## config.mk

```make
export PLATFORM = sky130hd
export DESIGN_NAME = div3_stream_detector
export DESIGN_NICKNAME = d
export VERILOG_FILES = /design/src/rtl/div3_pkg.sv /design/src/rtl/div3_step.sv /design/src/rtl/div3_state_reg.sv /design/src/rtl/div3_out_reg.sv /design/src/rtl/div3_stream_detector.sv
export SDC_FILE = /design/constraint.sdc
export NUM_CORES = 1
export LEC_CHECK = 0
export BUFFER_PORTS_ARGS = -buffer_cell sky130_fd_sc_hd__buf_2
export CAP_MARGIN = 20
export CORE_AREA = 2 2 39 41
export DETAILED_ROUTE_END_ITERATION = 12
export DIE_AREA = 0 0 41 43
export HOLD_SLACK_MARGIN = 0.03
export PLACE_DENSITY = 0.43
export RECOVER_POWER = 50
export SYNTH_ARGS = -nofsm -noshare
export SYNTH_HDL_FRONTEND = slang
export SYNTH_SLANG_ARGS = --single-unit
```

## constraint.sdc

```tcl
create_clock -name clk -period 2.11 [get_ports clk]
set_input_delay 0.211 -clock clk [delete_from_list [all_inputs] [get_ports clk]]
set_output_delay 0.211 -clock clk [all_outputs]
set_load 0.005 [all_outputs]
```

## src/rtl/div3_pkg.sv

```systemverilog
// Package: shared remainder state encoding for the divisible-by-three detector.
// Assumes a 2-bit state; code 2'b11 is never produced and is decoded as zero.
package div3_pkg;

    localparam int REM_W = 2;

    typedef enum logic [REM_W-1:0] {
        REM_ZERO = 2'b00,
        REM_ONE  = 2'b01,
        REM_TWO  = 2'b10
    } rem_t;

endpackage

```

## src/rtl/div3_step.sv

```systemverilog
// Module: div3_step
// Purely combinational transition rule: new remainder = (2*old + bit) mod 3.
// The hit flag is the Mealy output and is set when the new remainder is zero.
// Assumes the illegal code 2'b11 should behave like remainder zero.
module div3_step
    import div3_pkg::*;
(
    input  rem_t cur_i,
    input  logic bit_i,
    output rem_t nxt_o,
    output logic hit_o
);

    // Transition table with the unused code folded onto remainder zero
    always_comb begin
        case (cur_i)
            REM_ONE: nxt_o = bit_i ? REM_ZERO : REM_TWO;
            REM_TWO: nxt_o = bit_i ? REM_TWO  : REM_ONE;
            default: nxt_o = bit_i ? REM_ONE  : REM_ZERO;
        endcase
    end

    // Output rule: the transition lands in the zero-remainder state
    always_comb begin
        hit_o = (nxt_o == REM_ZERO);
    end

endmodule

```

## src/rtl/div3_state_reg.sv

```systemverilog
// Module: div3_state_reg
// Holds the remainder state. Reset and clear both load zero; otherwise the
// state advances only when an accepted bit is present.
// Assumes rst_n is synchronous and active low, and clear outranks advance.
module div3_state_reg
    import div3_pkg::*;
(
    input  logic clk,
    input  logic rst_n,
    input  logic clr_i,
    input  logic adv_i,
    input  rem_t nxt_i,
    output rem_t cur_o
);

    // State register with synchronous reset, clear, and advance enable
    always_ff @(posedge clk) begin
        if (!rst_n || clr_i) begin
            cur_o <= REM_ZERO;
        end else if (adv_i) begin
            cur_o <= nxt_i;
        end
    end


    state_legal_chk: assert property (@(posedge clk) disable iff (!rst_n)
        cur_o != 2'b11);


    state_hold_chk: assert property (@(posedge clk) disable iff (!rst_n)
        (!adv_i && !clr_i) |=> $stable(cur_o));


    state_clear_chk: assert property (@(posedge clk) disable iff (!rst_n)
        clr_i |=> (cur_o == REM_ZERO));

endmodule

```

## src/rtl/div3_out_reg.sv

```systemverilog
// Module: div3_out_reg
// Registers the Mealy verdict and its valid flag. The verdict holds across
// idle cycles; a clear or reset zeroes both outputs.
// Assumes adv_i is already qualified by the absence of a clear.
module div3_out_reg (
    input  logic clk,
    input  logic rst_n,
    input  logic clr_i,
    input  logic adv_i,
    input  logic hit_i,
    output logic mult3_o,
    output logic mult3_vld_o
);

    // Verdict register: loads on an accepted bit, holds otherwise
    always_ff @(posedge clk) begin
        if (!rst_n || clr_i) begin
            mult3_o <= 1'b0;
        end else if (adv_i) begin
            mult3_o <= hit_i;
        end
    end

    // Valid flag: high for exactly the cycle after an accepted bit
    always_ff @(posedge clk) begin
        if (!rst_n || clr_i) begin
            mult3_vld_o <= 1'b0;
        end else begin
            mult3_vld_o <= adv_i;
        end
    end


    out_fresh_chk: assert property (@(posedge clk) disable iff (!rst_n)
        adv_i |=> mult3_vld_o);


    out_hold_chk: assert property (@(posedge clk) disable iff (!rst_n)
        (!adv_i && !clr_i) |=> ($stable(mult3_o) && !mult3_vld_o));


    out_clear_chk: assert property (@(posedge clk) disable iff (!rst_n)
        clr_i |=> (!mult3_o && !mult3_vld_o));

endmodule

```

## src/rtl/div3_stream_detector.sv

```systemverilog
// Module: div3_stream_detector
// Top of the serial divisible-by-three detector. Qualifies the bit strobe
// with clear, steps the remainder machine and registers the Mealy verdict.
// Assumes one bit per cycle at most, most significant bit first.
module div3_stream_detector
    import div3_pkg::*;
(
    input  logic clk,
    input  logic rst_n,
    input  logic clr_i,
    input  logic bit_vld_i,
    input  logic bit_i,
    output logic mult3_o,
    output logic mult3_vld_o
);

    rem_t cur_rem;
    rem_t nxt_rem;
    logic step_hit;
    logic accept;

    // Accept a bit only when no clear is requested in the same cycle
    always_comb begin
        accept = bit_vld_i && !clr_i;
    end

    div3_step u_step (
        .cur_i (cur_rem),
        .bit_i (bit_i),
        .nxt_o (nxt_rem),
        .hit_o (step_hit)
    );

    div3_state_reg u_state (
        .clk   (clk),
        .rst_n (rst_n),
        .clr_i (clr_i),
        .adv_i (accept),
        .nxt_i (nxt_rem),
        .cur_o (cur_rem)
    );

    div3_out_reg u_out (
        .clk         (clk),
        .rst_n       (rst_n),
        .clr_i       (clr_i),
        .adv_i       (accept),
        .hit_i       (step_hit),
        .mult3_o     (mult3_o),
        .mult3_vld_o (mult3_vld_o)
    );


    verdict_match_chk: assert property (@(posedge clk) disable iff (!rst_n)
        mult3_vld_o |-> (mult3_o == (cur_rem == REM_ZERO)));

endmodule

```

# Yosys cells after proc, flatten, opt, wreduce, memory -nomap -nowiden
# Index checks and enable logic that the tools add are counted.
# classes
n_mux,4
n_lt_le_gt_ge,0
shifts,0
eq_ne,2
n_reduce_logical,5
addsub,0
mul,0
bitwise_logic,0
n_div,0
# ops
cell,n
$mux 2,2
$pmux 2 s2,1
$eq 2x1->1 const B,1
$eq 2x2->1 const B,1
$logic_not 1->1,2
$logic_not 2->1,1
$logic_and 1x1->1,1
$logic_or 1x1->1,1
$mux 1,1
# totals
out_inout_bits,2
mem_bits_ro,0
latchBits,0
elab_cells,14
inputBits,5
reg_bits,4
ramBits,0
n_memories,0

# Longest topological paths before layout
# Gate-level depths: netlist of run 1.
# depth
word_depth,3
depth_mapped,5

# Modules after synthesis
# Synthesis of run 1 repeated with hierarchy kept, for this count alone.
# unflattened
cells_unflattened,24
hier_area_um2,227.7
# by_module_without_submodules
module,n_inst,area_each_um2,cells_per_inst,seq_area_each_um2
div3_state_reg,1,73.8,7,40.0
div3_out_reg,1,72.6,5,40.0
div3_step,1,67.6,11,0.0
div3_stream_detector,1,13.8,1,0.0

# Least setup slack after synthesis of run 1
# OpenSTA, ideal clock, no wires.
# synth_timing
kind,reg-to-reg
from,reg u_state.cur_o[0]
to,reg u_state.cur_o[0]
n_path_buf,0
stages_incl_launch_ff,6
period_less_slack_ps,1174
setup_slack_ps,936
setup_ps,79
required_ps,2031
t_arrival_ps,1094
cell_sequence,dfxtp_1 -> inv_1 -> ha_1 -> nor3b_2 -> a21oi_1 -> a211oi_2
# synth_between
elab_chain_len,2
# synth_rtl
item,line,rtl
"start, declared",div3_state_reg.sv:13,output rem_t cur_o
"start signal, assigned",div3_state_reg.sv:21,cur_o <= nxt_i;
$eq 2x2->1 or $eq 2x1->1 (tied branches),div3_step.sv:16,case (cur_i)
$pmux 2 s2 (*),div3_step.sv:16,
# Mark *: on every way between the ends. The rest lies on a longest branch, timed or not.
# A chain may end at the register's enable or synchronous reset.

# Worst setup path in the final report of run 1
# Same ends and word-level chain as after synthesis.

==> impl_metrics.tcl, run 1 <==
set metrics [dict create \
    cp_slowest_cell "dfxtp_1" \
    ctsHoldBuffers 0 \
    hold_viol 0 \
    critPathRequiredTime_ns 2.27 \
    path_class "reg2reg" \
    power_switching_mw 0.0463 \
    max_cap_viol_count 0 \
    synthDistinctLibCells 13 \
    synth_area_um2 211 \
    grt_antenna_before_repair 0 \
    synthTopCellsByCount "dfxtp_1, nor2_1, inv_1" \
    grt_usage_pct 6.12 \
    cts-root-buf "clkbuf_4" \
    yosys_warnings 0 \
    gp_congestion 0.650 \
    whs_ns 0.233 \
    seqCellArea_um2 80.1 \
    cts_setup_buffers 0 \
    grt_pass1_wl_um 634 \
    path_clk_slew_ns 0.04 \
    clkPwrFrac_pct 48.7 \
    synthCells 23 \
    synth_mux_area_share_pct 4.73 \
    tns_ns 0 \
    syn_nets 30 \
    synthXorXnorAreaFrac_pct 0 \
    synth_fa_ha_area_share_pct 11.8 \
    pre_cts_ws_ns 0.876 \
    setup_viol 0 \
    power.share.combinational_pct 11.0 \
    syn_to_final_growth_pct 33.1 \
    cp-end-kind "flip-flop" \
    postSynthAreaPerCell_um2 9.19 \
    die_x_um 41 \
    nFillCells 151 \
    wl_per_cell_um 7.75 \
    port_buffers 6 \
    fin_worst_skew_ns 0.00400 \
    synthSimpleGateAreaFrac_pct 23.7 \
    period_needed_ns 1.23 \
    worstPathBufferInverterCount 1 \
    powerDensity_nw_per_um2 707 \
    clk-insertion-delay-late_ns 0.24 \
    initial_core_util_pct 15.3 \
    numClockSinks 4 \
    io_pins 7 \
    antenna_left 0 \
    max_stage_delay_ns 0.34 \
    async_reset_ff_share_pct 0 \
    fp-row-count 14 \
    grt_max_degree 7 \
    dr_total_vias 183 \
    ys_seq_area_share_pct 37.9 \
    layout.nets 41 \
    drc 0 \
    leakagePower_nw 0.115 \
    crit_family "flip-flops" \
    crit_arrival_ns 1.39 \
    routed_wl_um 372 \
    tritoncts "done" \
    hp-class "in2reg" \
    synth-seq-cells 4 \
    ys_top_cells_by_area "dfxtp_1, ha_1, nor2_1" \
    synth_top_area_share_pct 37.9 \
    clockBufferDepth 2 \
    htreeDepth 1 \
    synth_top_cell_by_area "dfxtp_1" \
    via_per_inst 3.81 \
    cts_buffers 3 \
    multi_input_area_um2 120 \
    worstPathMaxFanout 3 \
    fp.coreArea_um2 1380 \
    switching_share_pct 23.2 \
    fp.dieH_um 43 \
    seqPwrFrac_pct 40.3 \
    first_iter_violations 0 \
    synth_top_family_by_area "simple AND/OR/NAND/NOR gates" \
    peakVddDrop_mv 0.321 \
    worstPathCellList "inv_1 > ha_1 > nor3b_2 > a21oi_1 > a211oi_2" \
    period_share_pct 58.4 \
    relSlewSlack_pct 86.8 \
    drive_above_1_share_pct 28.1 \
    dp_hpwl_um 286 \
    maxSlewViolCount 0 \
    synth_compound_area_share_pct 16.6 \
    synthFlopType "dfxtp_1" \
    grt_remaining_overflow 0 \
    grt_pass1_vias 156 \
    dieArea_um2 1760 \
    status "completed" \
    fmax_mhz 812 \
    firstDrtPassIters 1 \
    rsz0062_at_grt "no" \
    start_kind "flip-flop" \
    cellInternalPower_mw 0.153 \
    antenna_cells 0 \
    synth_enable_flop_cells 0 \
    timing.final.ws_setup_ns 0.879 \
    ctsResizeCount 0 \
    worst_slew_pin_slew_ns 0.196 \
]
[worst reg2reg max path, cell delays in order (launching register included)]
cell      delay [ns]
dfxtp_1         0.34
inv_1           0.05
ha_1            0.33
nor3b_2         0.16
a21oi_1         0.06
a211oi_2        0.20
[stage by stage]
step           std cells  power (mW)  instance area, um^2  util, %
2_1_floorplan         23      0.0947                  211        -
3_3_place_gp          45       0.105                  262     18.9
3_5_place_dp          45       0.104                  262     18.9
4_1_cts               48       0.204                  284     20.5
5_1_grt               48       0.211                  282     20.3
6_report              48       0.199                  282     20.3
[sequential cells by signal, indices dropped and copies added (netlist names)]
| signal | flops |
|---|---|
| u_out.mult3_vld_o | 1 |
| u_out.mult3_o | 1 |
| u_state.cur_o | 2 |
[power groups by stage]
stage / combinational [mW] / sequential [mW] / clock, mW
4_1_cts: 0.0226 / 0.0802 / 0.101
5_1_grt: 0.0246 / 0.0805 / 0.106
3_5_place_dp: 0.0225 / 0.0814 / 0
2_1_floorplan: 0.0133 / 0.0814 / 0
6_report: 0.0219 / 0.0802 / 0.0970
3_3_place_gp: 0.0232 / 0.0815 / 0
[path summary, 6_finish.rpt]
check                                                   start                            end  slack (ns)  cells after the start
worst min-delay path                                bit_vld_i  u_state.cur_o[0]$_SDFFE_PP0P_        0.23                      2
worst max register to register  u_state.cur_o[0]$_SDFFE_PP0P_  u_state.cur_o[0]$_SDFFE_PP0P_        0.88                      5
worst max-delay path            u_state.cur_o[0]$_SDFFE_PP0P_  u_state.cur_o[0]$_SDFFE_PP0P_        0.88                      5
worst min register to register     u_out.mult3_o$_SDFFE_PP0P_     u_out.mult3_o$_SDFFE_PP0P_        0.49                      2
[placed cells by master, fill, tap and decap left out, drive strengths merged]
cell / Yosys / layout
a311oi: 1 / 1
ha: 2 / 2
dfxtp: 4 / 4
nand2b: 2 / 2
buf: 0 / 4
inv: 3 / 3
clkbuf: 0 / 5
mux2i: 1 / 1
a211oi: 1 / 1
nor3b: 1 / 1
a32oi: 1 / 1
a21oi: 1 / 1
nand2: 1 / 1
nor2: 4 / 4
nor2b: 1 / 1
[metal layers]
layer	routed length [um]	track usage, %	share of wire, %	up-vias
li1	-	-	-	99
met1	194	8.36	52	73
met2	121	5.31	33	9
met3	37	3.14	9.9	2
met4	19	8.00	5.1	0
met5	0	0	0	-
[layout make-up]
cell class                      count  area share [%]
Multi-Input combinational cell     16            42.7
Sequential cell                     4            28.4
Timing Repair Buffer                6            9.78
Clock buffer                        3            8.00
Tap cell                           16            7.11
Inverter                            3            4.00
[cell families after synthesis]
group	Yosys count
muxes	1
buffers and inverters	3
and+or+nand+nor	9
AOI/OAI and AO/OA	4
adders and majority gates	2
DFF	4
No activity file was read; power rests on OpenSTA's default activity.
==> run 2, diff against run 1 <==
- clock period: 2.11 -> 1.2 ns (I/O delays scaled with it)
==> run 2 against run 1 <==
Effect of this change:
- core utilization increased by 3.1 points
- combinational power increased by 140%
- clock skew decreased by 0.0014 ns
- non-clock buffer count increased by 3
- clock-buffer cell count unchanged
- highest routed layer is now met3
- clock power increased by 76%
==> impl_metrics.tcl, run 2 (synthesis gave the netlist of run 1 again) <==
set metrics [dict create \
    port_buffers 6 \
    path_class "reg2reg" \
    worstPathMaxFanout 3 \
    largest_reg_flops 2 \
    first_iter_violations 0 \
    cts_buffers 3 \
    dieArea_um2 1760 \
    fp.coreArea_um2 1380 \
    tritoncts "done" \
    dr_total_vias 200 \
    max_stage_delay_ns 0.32 \
    grt_pass1_wl_um 890 \
    grt_pass1_vias 229 \
    grt_usage_pct 8.24 \
    numClockSinks 4 \
    fp-row-count 14 \
    cp-end-kind "flip-flop" \
    drc 0 \
    start_kind "flip-flop" \
    drive_above_1_share_pct 51.4 \
    initial_core_util_pct 15.3 \
    antenna_cells 0 \
    die_x_um 41 \
    tns_ns 0 \
    via_per_inst 3.92 \
    layout.nets 44 \
    hp-class "in2reg" \
    powerDensity_nw_per_um2 1130 \
    crit_family "flip-flops" \
    max_cap_viol_count 0 \
    maxSlewViolCount 0 \
    grt_antenna_before_repair 0 \
    final_cell_mix "buf_2, nor2_1, clkbuf_4, buf_4, dfxtp_1" \
    period_needed_ns 1.14 \
    multi_input_area_um2 136 \
    rsz0062_at_grt "yes" \
    syn_to_final_growth_pct 53.3 \
    worstPathBufferInverterCount 1 \
    io_pins 7 \
    fp.dieH_um 43 \
    worst_slew_pin_slew_ns 0.225 \
    seqCellArea_um2 81.3 \
    gp_congestion 0.588 \
    grt_remaining_overflow 0 \
    clockBufferDepth 2 \
    grt_max_degree 7 \
    crit_arrival_ns 1.31 \
    whs_ns 0.133 \
    status "completed" \
    layout_commonest_cell "buf_2" \
    top_register "u_state.cur_o" \
    period_share_pct 94.7 \
    nFillCells 159 \
    fin_cells 51 \
    routed_wl_um 466 \
    clk-insertion-delay-late_ns 0.24 \
    worstPathCellList "inv_2 > ha_4 > mux2i_2 > a32oi_1 > nor2_1" \
    fin_worst_skew_ns 0.00260 \
    fmax_mhz 880 \
    wl_per_cell_um 9.14 \
    cts-root-buf "clkbuf_4" \
    cp_slowest_cell "dfxtp_2" \
    leakagePower_nw 0.135 \
    firstDrtPassIters 1 \
    antenna_left 0 \
    critPathRequiredTime_ns 1.37 \
    hold_viol 0 \
    htreeDepth 1 \
    placedCellCount 47 \
    dp_hpwl_um 347 \
    path_clk_slew_ns 0.04 \
    reg.largest.list "u_state.cur_o: 2 flops, u_out.mult3_o: 1 flops, u_out.mult3_vld_o: 1 flops" \
    peakVddDrop_mv 0.326 \
    relSlewSlack_pct 84.9 \
    setup_viol 0 \
]
## run 2: path summary, 6_finish.rpt
kind                            depth (start not counted)                       endpoint  slack [ns]                          start
worst min register to register                          2     u_out.mult3_o$_SDFFE_PP0P_        0.51     u_out.mult3_o$_SDFFE_PP0P_
worst max register to register                          5     u_out.mult3_o$_SDFFE_PP0P_        0.06  u_state.cur_o[0]$_SDFFE_PP0P_
worst min-delay path                                    2  u_state.cur_o[0]$_SDFFE_PP0P_        0.13                      bit_vld_i
worst max-delay path                                    5     u_out.mult3_o$_SDFFE_PP0P_        0.06  u_state.cur_o[0]$_SDFFE_PP0P_
## run 2: worst register-to-register path: cells and delay by family, from the launching register on
kind                       cells  cell delay (ns)
AOI/OAI and AO/OA              1             0.12
muxes                          1             0.21
DFF                            1             0.32
buffers and inverters          1             0.04
and+or+nand+nor                1             0.11
adders and majority gates      1             0.28
## run 2: timing repair
action                     in CTS  in global routing
gates resized for setup         1                  3
pin swaps                       0                  3
hold endpoints to repair        0                  0
buffers inserted                0                  1
setup endpoints to repair       2                  2
hold buffers                    0                  0
## run 2: cell type report
type	count	area share, %
Sequential cell	4	25.1
Inverter	3	3.47
Timing Repair Buffer	9	16.2
Multi-Input combinational cell	16	42.1
Tap cell	16	6.18
Clock buffer	3	6.95
## run 2: per-stage QoR
step / instance area [um^2] / utilization (%) / setup WS [ns] / total power [mW]
global route: 324 / 23.4 / -0.0397 / 0.398
detailed placement: 277 / 20.0 / -0.00429 / 0.187
global placement: 277 / 20.0 / 0.00643 / 0.187
floorplan: 211 / - / 0.0262 / 0.167
finish: 324 / 23.4 / 0.0640 / 0.366
CTS: 312 / 22.5 / 0.0477 / 0.372
## run 2: per-layer routing
layer  GRT usage, %  up-vias  share of wire, %
met4           8.00        0                 0
met2           10.3        9                46
met1           8.71       89                45
met5              0        -                 0
li1               -      102                 -
met3           5.24        0               9.0
## run 2: power breakdown
group          internal, mW  switching [mW]
combinational        0.0284          0.0247
sequential            0.139         0.00278
clock                 0.112          0.0591
